[config.mk]
export PLATFORM = sky130hd
export DESIGN_NAME = pin_capture_packer
export DESIGN_NICKNAME = d
export VERILOG_FILES = /design/src/rtl/cap_pkg.sv /design/src/rtl/cap_sampler.sv /design/src/rtl/cap_writer.sv /design/src/rtl/cap_monitor.sv /design/src/rtl/pin_capture_packer.sv
export SDC_FILE = /design/constraint.sdc
export NUM_CORES = 2
export LEC_CHECK = 0
export ABC_AREA = 1
export BUFFER_PORTS_ARGS = -buffer_cell sky130_fd_sc_hd__buf_2
export CAP_MARGIN = 30
export CORE_MARGIN = 2
export CORE_UTILIZATION = 50
export CTS_CLUSTER_DIAMETER = 30
export CTS_CLUSTER_SIZE = 16
export DETAILED_ROUTE_END_ITERATION = 6
export PLACE_DENSITY = 0.76
export SETUP_SLACK_MARGIN = 0.05
export SLEW_MARGIN = 20
export SYNTH_ARGS = -nofsm -noshare
export SYNTH_HDL_FRONTEND = slang
export SYNTH_SLANG_ARGS = --single-unit
[constraint.sdc]
create_clock -name clk -period 9.3 [get_ports clk]
set_input_delay 1.86 -clock clk [delete_from_list [all_inputs] [get_ports clk]]
set_output_delay 1.86 -clock clk [all_outputs]
set_load 0.1 [all_outputs]
[src/rtl/cap_pkg.sv]
package cap_pkg;
  localparam int PIN_W  = 12;
  localparam int HALF_W = 16;
  localparam int CNT_W  = 32;
  localparam int ADDR_W = 32;
  localparam int SLOT_W = 16;
  localparam int EVT_W  = 16;

  typedef logic [PIN_W-1:0]  pins_t;
  typedef logic [HALF_W-1:0] half_t;
  typedef logic [CNT_W-1:0]  cnt_t;
  typedef logic [ADDR_W-1:0] addr_t;
  typedef logic [SLOT_W-1:0] slot_t;
  typedef logic [EVT_W-1:0]  evt_t;

  // pin bus widened to one storage lane, spare bits forced low
  function automatic half_t to_half(pins_t p);
    return {{(HALF_W-PIN_W){1'b0}}, p};
  endfunction

  // running byte count after one more chunk
  function automatic cnt_t count_after(cnt_t c, int unsigned bytes);
    return c + cnt_t'(bytes);
  endfunction

  // true when the step between two carried counts skips a chunk
  function automatic logic gap_exceeds(cnt_t prev, cnt_t cur, int unsigned bytes);
    return (cur - prev) > cnt_t'(bytes);
  endfunction

  // circular slot advance
  function automatic slot_t slot_next(slot_t s, slot_t size);
    slot_t n;
    n = s + slot_t'(1);
    return (n >= size) ? '0 : n;
  endfunction

  // byte address of a slot
  function automatic addr_t slot_addr(addr_t base, slot_t s, int unsigned bytes);
    return base + addr_t'(s) * addr_t'(bytes);
  endfunction
endpackage

[src/rtl/cap_sampler.sv]
module cap_sampler
  import cap_pkg::*;
#(
  parameter int SPC   = 16,
  parameter int DIV_W = 8,
  parameter int LIM_W = 16,
  localparam int CHUNK_W = SPC * HALF_W,
  localparam int CHUNK_B = CHUNK_W / 8,
  localparam int IDX_W   = $clog2(SPC)
) (
  input  logic               clk,
  input  logic               rst_n,
  input  logic               start,
  input  logic               stop,
  input  logic               one_shot,
  input  logic [LIM_W-1:0]   chunk_limit,
  input  logic [DIV_W-1:0]   idle_cycles,
  input  pins_t              pins,
  output logic               running,
  output logic               sample_tick,
  output logic               chunk_vld,
  output logic [CHUNK_W-1:0] chunk_data,
  output cnt_t               chunk_cnt
);
  logic [DIV_W-1:0] div_q;
  logic [IDX_W-1:0] idx_q;
  logic [LIM_W-1:0] made_q;
  cnt_t             cnt_q;
  half_t            cur_half;
  logic             last_slot;
  logic             limit_hit;
  logic [CHUNK_W-1:0] packed_w;

  assign cur_half    = to_half(pins);
  assign sample_tick = running && (div_q == '0) && !start && !stop;
  assign last_slot   = (idx_q == IDX_W'(SPC-1));
  assign limit_hit   = one_shot && ((made_q + LIM_W'(1)) >= chunk_limit);

  // one holding register per earlier lane; the final lane comes straight from the pins
  for (genvar g = 0; g < SPC-1; g++) begin : g_lane
    half_t hold_q;
    always_ff @(posedge clk or negedge rst_n) begin
      if (!rst_n)
        hold_q <= '0;
      else if (sample_tick && idx_q == IDX_W'(g))
        hold_q <= cur_half;
    end
    assign packed_w[g*HALF_W +: HALF_W] = hold_q;
  end
  assign packed_w[(SPC-1)*HALF_W +: HALF_W] = cur_half;

  always_ff @(posedge clk or negedge rst_n) begin
    if (!rst_n) begin
      running    <= 1'b0;
      div_q      <= '0;
      idx_q      <= '0;
      made_q     <= '0;
      cnt_q      <= '0;
      chunk_vld  <= 1'b0;
      chunk_data <= '0;
      chunk_cnt  <= '0;
    end else begin
      chunk_vld <= 1'b0;
      if (start) begin
        running <= 1'b1;
        div_q   <= '0;
        idx_q   <= '0;
        made_q  <= '0;
        cnt_q   <= '0;
      end else if (stop) begin
        running <= 1'b0;
      end else if (sample_tick) begin
        div_q <= idle_cycles;
        if (last_slot) begin
          idx_q      <= '0;
          chunk_vld  <= 1'b1;
          chunk_data <= packed_w;
          chunk_cnt  <= cnt_q;
          cnt_q      <= count_after(cnt_q, CHUNK_B);
          made_q     <= made_q + LIM_W'(1);
          if (limit_hit) running <= 1'b0;
        end else begin
          idx_q <= idx_q + IDX_W'(1);
        end
      end else if (running) begin
        div_q <= div_q - DIV_W'(1);
      end
    end
  end
endmodule

[src/rtl/cap_writer.sv]
module cap_writer
  import cap_pkg::*;
#(
  parameter int CHUNK_W = 256,
  localparam int CHUNK_B = CHUNK_W / 8
) (
  input  logic               clk,
  input  logic               rst_n,
  input  logic               start,
  input  logic               chunk_vld,
  input  logic [CHUNK_W-1:0] chunk_data,
  input  cnt_t               chunk_cnt,
  input  addr_t              base_addr,
  input  slot_t              buf_chunks,
  input  logic               mem_ack,
  output logic               mem_req,
  output addr_t              mem_addr,
  output logic [CHUNK_W-1:0] mem_data,
  output cnt_t               mem_cnt,
  output logic               host_evt,
  output logic               accept,
  output logic               drop,
  output logic               burst_done
);
  slot_t slot_q;

  assign accept     = chunk_vld && !mem_req && !start;
  assign drop       = chunk_vld && mem_req;
  assign burst_done = mem_req && mem_ack && !start;

  always_ff @(posedge clk or negedge rst_n) begin
    if (!rst_n) begin
      mem_req  <= 1'b0;
      mem_addr <= '0;
      mem_data <= '0;
      mem_cnt  <= '0;
      slot_q   <= '0;
      host_evt <= 1'b0;
    end else begin
      host_evt <= burst_done;
      if (start) begin
        mem_req <= 1'b0;
        slot_q  <= '0;
      end else if (accept) begin
        mem_req  <= 1'b1;
        mem_addr <= slot_addr(base_addr, slot_q, CHUNK_B);
        mem_data <= chunk_data;
        mem_cnt  <= chunk_cnt;
      end else if (burst_done) begin
        mem_req <= 1'b0;
        slot_q  <= slot_next(slot_q, buf_chunks);
      end
    end
  end
endmodule

[src/rtl/cap_monitor.sv]
module cap_monitor
  import cap_pkg::*;
#(
  parameter int CHUNK_B = 32
) (
  input  logic clk,
  input  logic rst_n,
  input  logic start,
  input  logic accept,
  input  cnt_t acc_cnt,
  input  logic host_evt,
  input  logic host_poll,
  output logic overflow,
  output logic underflow,
  output logic gap_seen,
  output logic poll_empty
);
  logic have_prev;
  cnt_t prev_cnt;
  evt_t evt_q;
  evt_t poll_snap;

  assign gap_seen   = accept && have_prev && gap_exceeds(prev_cnt, acc_cnt, CHUNK_B);
  assign poll_empty = host_poll && (evt_q == poll_snap);

  always_ff @(posedge clk or negedge rst_n) begin
    if (!rst_n) begin
      have_prev <= 1'b0;
      prev_cnt  <= '0;
      evt_q     <= '0;
      poll_snap <= '0;
      overflow  <= 1'b0;
      underflow <= 1'b0;
    end else if (start) begin
      have_prev <= 1'b0;
      prev_cnt  <= '0;
      evt_q     <= '0;
      poll_snap <= '0;
      overflow  <= 1'b0;
      underflow <= 1'b0;
    end else begin
      if (accept) begin
        prev_cnt  <= acc_cnt;
        have_prev <= 1'b1;
      end
      if (gap_seen) overflow <= 1'b1;
      if (host_evt) evt_q <= evt_q + evt_t'(1);
      if (host_poll) poll_snap <= evt_q;
      if (poll_empty) underflow <= 1'b1;
    end
  end
endmodule

[src/rtl/pin_capture_packer.sv]
module pin_capture_packer
  import cap_pkg::*;
#(
  parameter int SPC   = 16,
  parameter int DIV_W = 8,
  parameter int LIM_W = 16,
  localparam int CHUNK_W = SPC * HALF_W,
  localparam int CHUNK_B = CHUNK_W / 8
) (
  input  logic               clk,
  input  logic               rst_n,
  input  logic               start,
  input  logic               stop,
  input  logic               one_shot,
  input  logic [LIM_W-1:0]   chunk_limit,
  input  logic [DIV_W-1:0]   idle_cycles,
  input  logic [SLOT_W-1:0]  buf_chunks,
  input  logic [ADDR_W-1:0]  base_addr,
  input  logic [PIN_W-1:0]   pins,
  output logic               mem_req,
  output logic [ADDR_W-1:0]  mem_addr,
  output logic [CHUNK_W-1:0] mem_data,
  output logic [CNT_W-1:0]   mem_cnt,
  input  logic               mem_ack,
  output logic               host_evt,
  input  logic               host_poll,
  output logic               running,
  output logic               overflow,
  output logic               underflow
);
  logic               sample_tick;
  logic               chunk_vld;
  logic [CHUNK_W-1:0] chunk_data;
  cnt_t               chunk_cnt;
  logic               accept;
  logic               drop;
  logic               burst_done;
  logic               gap_seen;
  logic               poll_empty;

  cap_sampler #(.SPC(SPC), .DIV_W(DIV_W), .LIM_W(LIM_W)) u_sampler (
    .clk(clk), .rst_n(rst_n), .start(start), .stop(stop),
    .one_shot(one_shot), .chunk_limit(chunk_limit), .idle_cycles(idle_cycles),
    .pins(pins), .running(running), .sample_tick(sample_tick),
    .chunk_vld(chunk_vld), .chunk_data(chunk_data), .chunk_cnt(chunk_cnt)
  );

  cap_writer #(.CHUNK_W(CHUNK_W)) u_writer (
    .clk(clk), .rst_n(rst_n), .start(start),
    .chunk_vld(chunk_vld), .chunk_data(chunk_data), .chunk_cnt(chunk_cnt),
    .base_addr(base_addr), .buf_chunks(buf_chunks), .mem_ack(mem_ack),
    .mem_req(mem_req), .mem_addr(mem_addr), .mem_data(mem_data), .mem_cnt(mem_cnt),
    .host_evt(host_evt), .accept(accept), .drop(drop), .burst_done(burst_done)
  );

  cap_monitor #(.CHUNK_B(CHUNK_B)) u_monitor (
    .clk(clk), .rst_n(rst_n), .start(start),
    .accept(accept), .acc_cnt(chunk_cnt),
    .host_evt(host_evt), .host_poll(host_poll),
    .overflow(overflow), .underflow(underflow),
    .gap_seen(gap_seen), .poll_empty(poll_empty)
  );
endmodule

# Word-level counts from Yosys, hierarchy flattened
# Index checks and enable logic that the tools add are counted.
dict set report totals {
  regBits 807
  wordCells 161
  output_inout_bits 325
  input_bits 91
}
dict set report op_classes {
  order_cmp 3
  reduce_logical 51
  muxes 44
  addsub 8
  n_eq_ne 18
  n_bitwise 2
}
# operator n
set op_table {}
lappend op_table {{$mux W16} 12}
lappend op_table {{$mux W32} 6}
lappend op_table {{$add A16 B1 Y16 const B} 3}
lappend op_table {{$add A32 B21 Y32} 1}
lappend op_table {{$add A32 B6 Y32 const B} 1}
lappend op_table {{$eq A4 B4 Y1 const B} 8}
lappend op_table {{$ge A16 B16 Y1} 2}
lappend op_table {{$gt A32 B6 Y1 const B} 1}
lappend op_table {{$mux W8} 4}
lappend op_table {{$sub A32 B32 Y32} 1}
lappend op_table {{$logic_and A1 B1 Y1} 26}
lappend op_table {{$mux W1} 18}
lappend op_table {{$eq A16 B16 Y1} 1}
lappend op_table {{$eq A4 B3 Y1 const B} 4}
lappend op_table {{$mux W4} 4}
lappend op_table {{$reduce_bool A2 Y1} 8}
lappend op_table {{$reduce_bool A3 Y1} 5}
lappend op_table {{$eq A4 B2 Y1 const B} 2}
lappend op_table {{$logic_not A8 Y1} 1}
lappend op_table {{$reduce_and A2 Y1} 4}
lappend op_table {{$sub A8 B1 Y8 const B} 1}
lappend op_table {{$reduce_and A3 Y1} 2}
lappend op_table {{$add A4 B1 Y4 const B} 1}
lappend op_table {{$eq A4 B1 Y1 const B} 1}
lappend op_table {{other kinds (5)} 9}

# Logic depth before layout (Yosys ltp)
dict set report depth {
  depth_word 8
  ltp_mapped 19
  depth_no_buf 19
}

# Modules after synthesis
# A second synthesis with hierarchy kept.
dict set report unflattened {
  cells_unflattened 4957
  area_unflattened_um2 39894.5
}
# mod cells_per_inst seq_area_each_um2 n_inst area_per_inst_um2
set by_module_without_submodules {}
lappend by_module_without_submodules {cap_sampler 2152 11410.9 1 19138.4}
lappend by_module_without_submodules {cap_writer 1898 8458.1 1 15003.1}
lappend by_module_without_submodules {cap_monitor 907 1676.6 1 5753.0}

# Worst setup path after synthesis
# OpenSTA, ideal clock, no wires.
dict set report synth_path {
  path_type {in2reg}
  from {input port base_addr[5]}
  to {register u_writer.mem_addr[29]}
  required_ns 9.180
  setup_slack_ns 5.420
  arrival_time_ns 3.761
  setup_ns 0.120
  n_path_buf 0
  cell_stages 12
  path_cell_list {ha_1 -> inv_1 -> fa_1 -> nand3b_1 -> nand2_1 -> a21oi_1 -> o21bai_1 -> a21boi_1 -> o21ai_0 -> nand3_1 -> nand3_1 -> nand2_1}
}
dict set report synth_via {
  elab_chain_cells 1
}
# item line_no
set synth_lines {}
lappend synth_lines {{from (decl)} pin_capture_packer.sv:18} ;# input logic [ADDR_W-1:0] base_addr,
lappend synth_lines {{$add A32 B21 Y32} cap_pkg.sv:40} ;# return base + addr_t'(s) * addr_t'(bytes);
lappend synth_lines {{to (signal assigned)} cap_writer.sv:46} ;# mem_addr <= slot_addr(base_addr, slot_q, CHUNK_B);
lappend synth_lines {{to (decl)} cap_writer.sv:17} ;# output addr_t mem_addr,
# No other way between the ends.
# A chain may end at the register's enable or synchronous reset.

# Final worst setup path
dict set report layout_path {
  from {input port start}
  to {register u_writer.mem_data[106]}
}
dict set report layout_via {
  elab_chain_cells 3
  elab_cells_between_ends 4
  cone_classes {bitwise: 1; reduce/logical: 3}
}
# item line_no
set layout_lines {}
lappend layout_lines {{from (decl)} pin_capture_packer.sv:12} ;# input logic start,
lappend layout_lines {{$logic_not A1 Y1} cap_writer.sv:27} ;# assign accept = chunk_vld && !mem_req && !start;
lappend layout_lines {{$logic_and A1 B1 Y1} cap_writer.sv:27}
lappend layout_lines {{$reduce_and A2 Y1 (no line) (*)} n/a}
lappend layout_lines {{to (signal assigned)} cap_writer.sv:47} ;# mem_data <= chunk_data;
lappend layout_lines {{to (decl)} cap_writer.sv:18} ;# output logic [CHUNK_W-1:0] mem_data,
# Mark *: on every way between the ends. The rest lies on a longest branch, timed or not.

==> results.md <==
* Worst Setup End Kind: flop
* H-tree levels at 4
* R2r setup slk at 5.44 ns
* Synth Register Bits at 788
* Area grow syn2layout at 21.6%
* CP Data Required Time at 9.87 ns
* Worst hold path type: reg -> reg
* Placer congestion estimate at 0.897
* Mean Syn Cell Area at 8.74 um2
* Crit path time final at 4.73 ns
* Setup ws final at 4.57 ns
* DP Worst Slack at approximately 3.7 ns
* Netlist area before placement at 34,800 um2
* Grt met3 use at 5.17%
* Register area share after synthesis at between 50 and 60%
* Synth cell types at 54
* Total area of sequential cells at 19,700 um2
* Crit Path Max Fanout at 143
* IO Pins at 416
* First-pass GRT wire length at 143,000 um
* Clock Latency Late Sink at approximately 0.73 ns
* Worst rel slew slack at 19.7%
* Psw at 0.00376 W
* Max-cap violations at 0
* Crit-path slowest cell: buf_4
* Rows at between 90 and 100
* Die height at 268 um
* Crit path top cell by count: buf_4
* Clk sinks at 788
* Sequential fraction of design power at 33.9%
* Final worst-path cycle share at 50.8%
* Status: finished, final reports clean
* Slowest Stage Delay on Critical Path at 0.77 ns
* Main synth FF type: dfrtp_1
* Pleak at 21.5 nW
* Post-CTS Setup Inserts at 0
* Initial Utilization at 50.6%
* RSZ-0062 raised after global routing: false
* Final count of hold timing violations at 0
* Share of the synthesized area in the top cell type at 56.6%
* Final nets at ~4,500
* CP startpoint: start
* Cells after DPL at 5,120
* Die area at 71,800 um2
* Post-synth top area cell: dfrtp_1
* Clock group share of total power at 47.9%
* Max Fclk at 211 MHz
* GR Util met2 at around two fifths
* Final Skew at approximately 0.029 ns
* Sw frac at 32.9%
* Vias per std cell at 5.15
* Worst setup SP type: input port
* First-pass DRT Iterations at 6
* Proportion of layout cells with a drive suffix above 1 at 14.7%
* Grt met1 use at 33.0%
* Vias in the first global route at 27,300
* DRT iter0 DRCs at around 2,400
* CTS Buffer Depth at 3
* GRT Util Overall at 25.3%
* Non-filler instance count after layout at around 5,400
* Root Driver: clkbuf_16
* Slew Limit Fails at 0
* GR peak layer: met2
* CTS tree: built
* Post-DP Area at about 37,000 um2
* Post-layout power at 0.0114 W
* Worst Path Arrival at around 5.3 ns
* Pwr/cell area at 269 nW/um2
* DRC at 0
* RR Startpoint: u_writer.slot_q[0]
* Logic gate share of total power at 18.2%
* Post-synth top cells: 1,101 x nand2_1, 788 x dfrtp_1, 566 x o21ai_0, 516 x inv_1, 140 x o21ai_1
* CP Depth at 8
* Synth area leaders: dfrtp_1 57%, nand2_1 12%, o21ai_0 8.1%
* Core area at 68,800 um2
* Dpl hpwl at a little under 60,000 um
* RR Endpoint: u_writer.slot_q[7]
* Worst IR drop on VDD at 0.000175 V
* Setup crit end: u_writer.mem_data[106]
* Setup TNS Final at 0 ns
* Clock Pin Slew Worst Setup and Hold Paths at 0.05 ns
* Mapped Cells at about 4,000
* Critical path cell sequence: buf_2, a21oi_1, nor2_4, buf_4, inv_8, buf_4, buf_4, o21ai_0
* Asr flop ratio synth at 100%
* Wirelength per Cell at 16.7 um
* Post-cts gate resize count at 0
* FILL cells at 5,638
* Post-synth EDFFs at 0
* ANT nets after route at 0
* Routed WL at 89,800 um
* Die Wd at 268 um
* Multi-input gate area at 12,200 um2
* Crit path buf inv count at 5
* Actual slew at the worst max-slew pin at 1.21 ns
* GRT Residual Overflow at 0
* Final setup viols at 0
* Internal power at around 0.0077 W
* # port buffers at between 300 and 400
* Top delay family on crit path: buffers and inverters
* Most frequent cell after synthesis: nand2_1
* R2R cell count at 16
* Number of synthesis warnings at 0
* Largest net degree at the start of global routing at 271
* Vias at 27,800
* Critical path class: in -> reg
* Clock buffer count from CTS at 146
* Post-route cell area at 42,400 um2
* Antenna violations before repair at 6
* Hold buffers post-CTS at 0
logic make-up (layout without fill, tap and decap cells):
family | Yosys count | in the layout | synth area share [%]
and+or+nand+nor | 1438 | 1438 | 16.8
AOI/OAI and AO/OA | 877 | 877 | 13.2
DFF | 788 | 788 | 56.6
buffers and inverters | 749 | 1155 | 9.12
adders and majority gates | 85 | 85 | 3.10
xor gates and xnor gates | 47 | 47 | 1.18
other | 1 | 72 | 0.0108
registers in the layout, indices dropped and copies added (netlist names), 4 cells and up:
register and cells:
u_writer.mem_data 192, u_sampler.g_lane.hold_q 180, u_sampler.div_q 8, u_monitor.poll_snap 16, u_writer.mem_addr 32, u_sampler.idx_q 4, u_writer.mem_cnt 27, u_monitor.prev_cnt 28
u_monitor.evt_q 16, u_writer.slot_q 16, u_sampler.chunk_cnt 27, u_sampler.made_q 16, u_sampler.cnt_q 27, u_sampler.chunk_data 192
layer usage:
layer  part of all wire (%)  vias up  routed length (um)
met2                     48      820               43500
met3                    6.0      215                5370
met1                     42    13300               38100
met5                  0.014        -                  13
li1                       -    13400                   -
met4                    3.2        2                2850
cells in the final DEF, fill, tap and decap left out, types with 6 or more instances in the layout:
cell type and count:
nor2_2 6, buf_2 345, conb_1 69, or2_2 6, buf_4 10, nand2_1 1101, xor2_1 38, o21a_1 7
o21ai_1 140, xnor2_1 9, o211ai_1 8, dfrtp_1 788, a21oi_1 87, clkinvlp_4 19, nand4_1 31, buf_8 6
clkbuf_16 149, inv_1 515, o31ai_1 6, clkbuf_1 16, nand2_2 12, ha_1 83, nor3_1 44, inv_6 9
clkbuf_8 19, o22ai_1 27, o21ai_0 566, bufinv_16 18, nand3b_1 8, clkinv_4 9, clkinv_2 17, o21bai_1 8
nor4_1 8, nor2_1 116, nand3_1 90
power groups by stage:
stage	Combinational, W	Sequential (W)	Clock, W
global placement	0.00204	0.00390	0
floorplan	0.000625	0.00492	0
finish	0.00208	0.00387	0.00547
global route	0.00222	0.00389	0.00571
CTS	0.00209	0.00386	0.00553
detailed placement	0.00207	0.00391	0
worst reg2reg max path, stage by stage, from the launching register on:
cell and delay [ns]:
dfrtp_1 0.50, nand3_1 0.16, nor2_1 0.15, nand2_1 0.11, nor4_1 0.50, nand4_1 0.21, nor2_1 0.17, xor2_1 0.11
ha_1 0.31, nand2_1 0.07, inv_1 0.05, nand3_1 0.09, nor3_1 0.23, nand3_1 0.11, nand3_1 0.26, clkinv_1 0.37
a32o_1 0.34
how the worst min path moves through the flow:
| stage | startpoint | to | slack, ns | cells after the start |
|---|---|---|---|---|
| final | u_writer.mem_cnt[6] | u_writer.mem_cnt[6] | 0.46 | 2 |
| after floorplan | u_sampler.g_lane[0].hold_q[0] | u_sampler.chunk_data[0] | 0.45 | 2 |
| after CTS | u_writer.mem_cnt[25] | u_writer.mem_cnt[25] | 0.46 | 2 |
| after detailed placement | u_writer.mem_cnt[25] | u_writer.mem_cnt[25] | 0.45 | 2 |
| after global routing | u_writer.mem_cnt[11] | u_writer.mem_cnt[11] | 0.48 | 2 |
| after global placement | u_writer.mem_cnt[7] | u_writer.mem_cnt[7] | 0.45 | 2 |
final cells by class:
class,instances,share of cell area (%)
flip-flops and latches,788,46.5
inverters,519,4.62
diodes,3,0.0177
multi-input cells,2516,28.8
clock inverters,82,2.73
well taps,931,2.75
clock buffers,184,9.56
repair buffers,370,4.96
per-stage QoR:
| step | util (%) | hold WS, ns |
|---|---|---|
| 2_1_floorplan | - | 0.453 |
| 4_1_cts | 61.4 | 0.464 |
| 5_1_grt | 61.6 | 0.480 |
| 3_3_place_gp | 53.7 | 0.449 |
| 6_report | 61.6 | 0.461 |
| 3_5_place_dp | 53.8 | 0.453 |
Note: power is estimated with default switching activity, not from simulation.
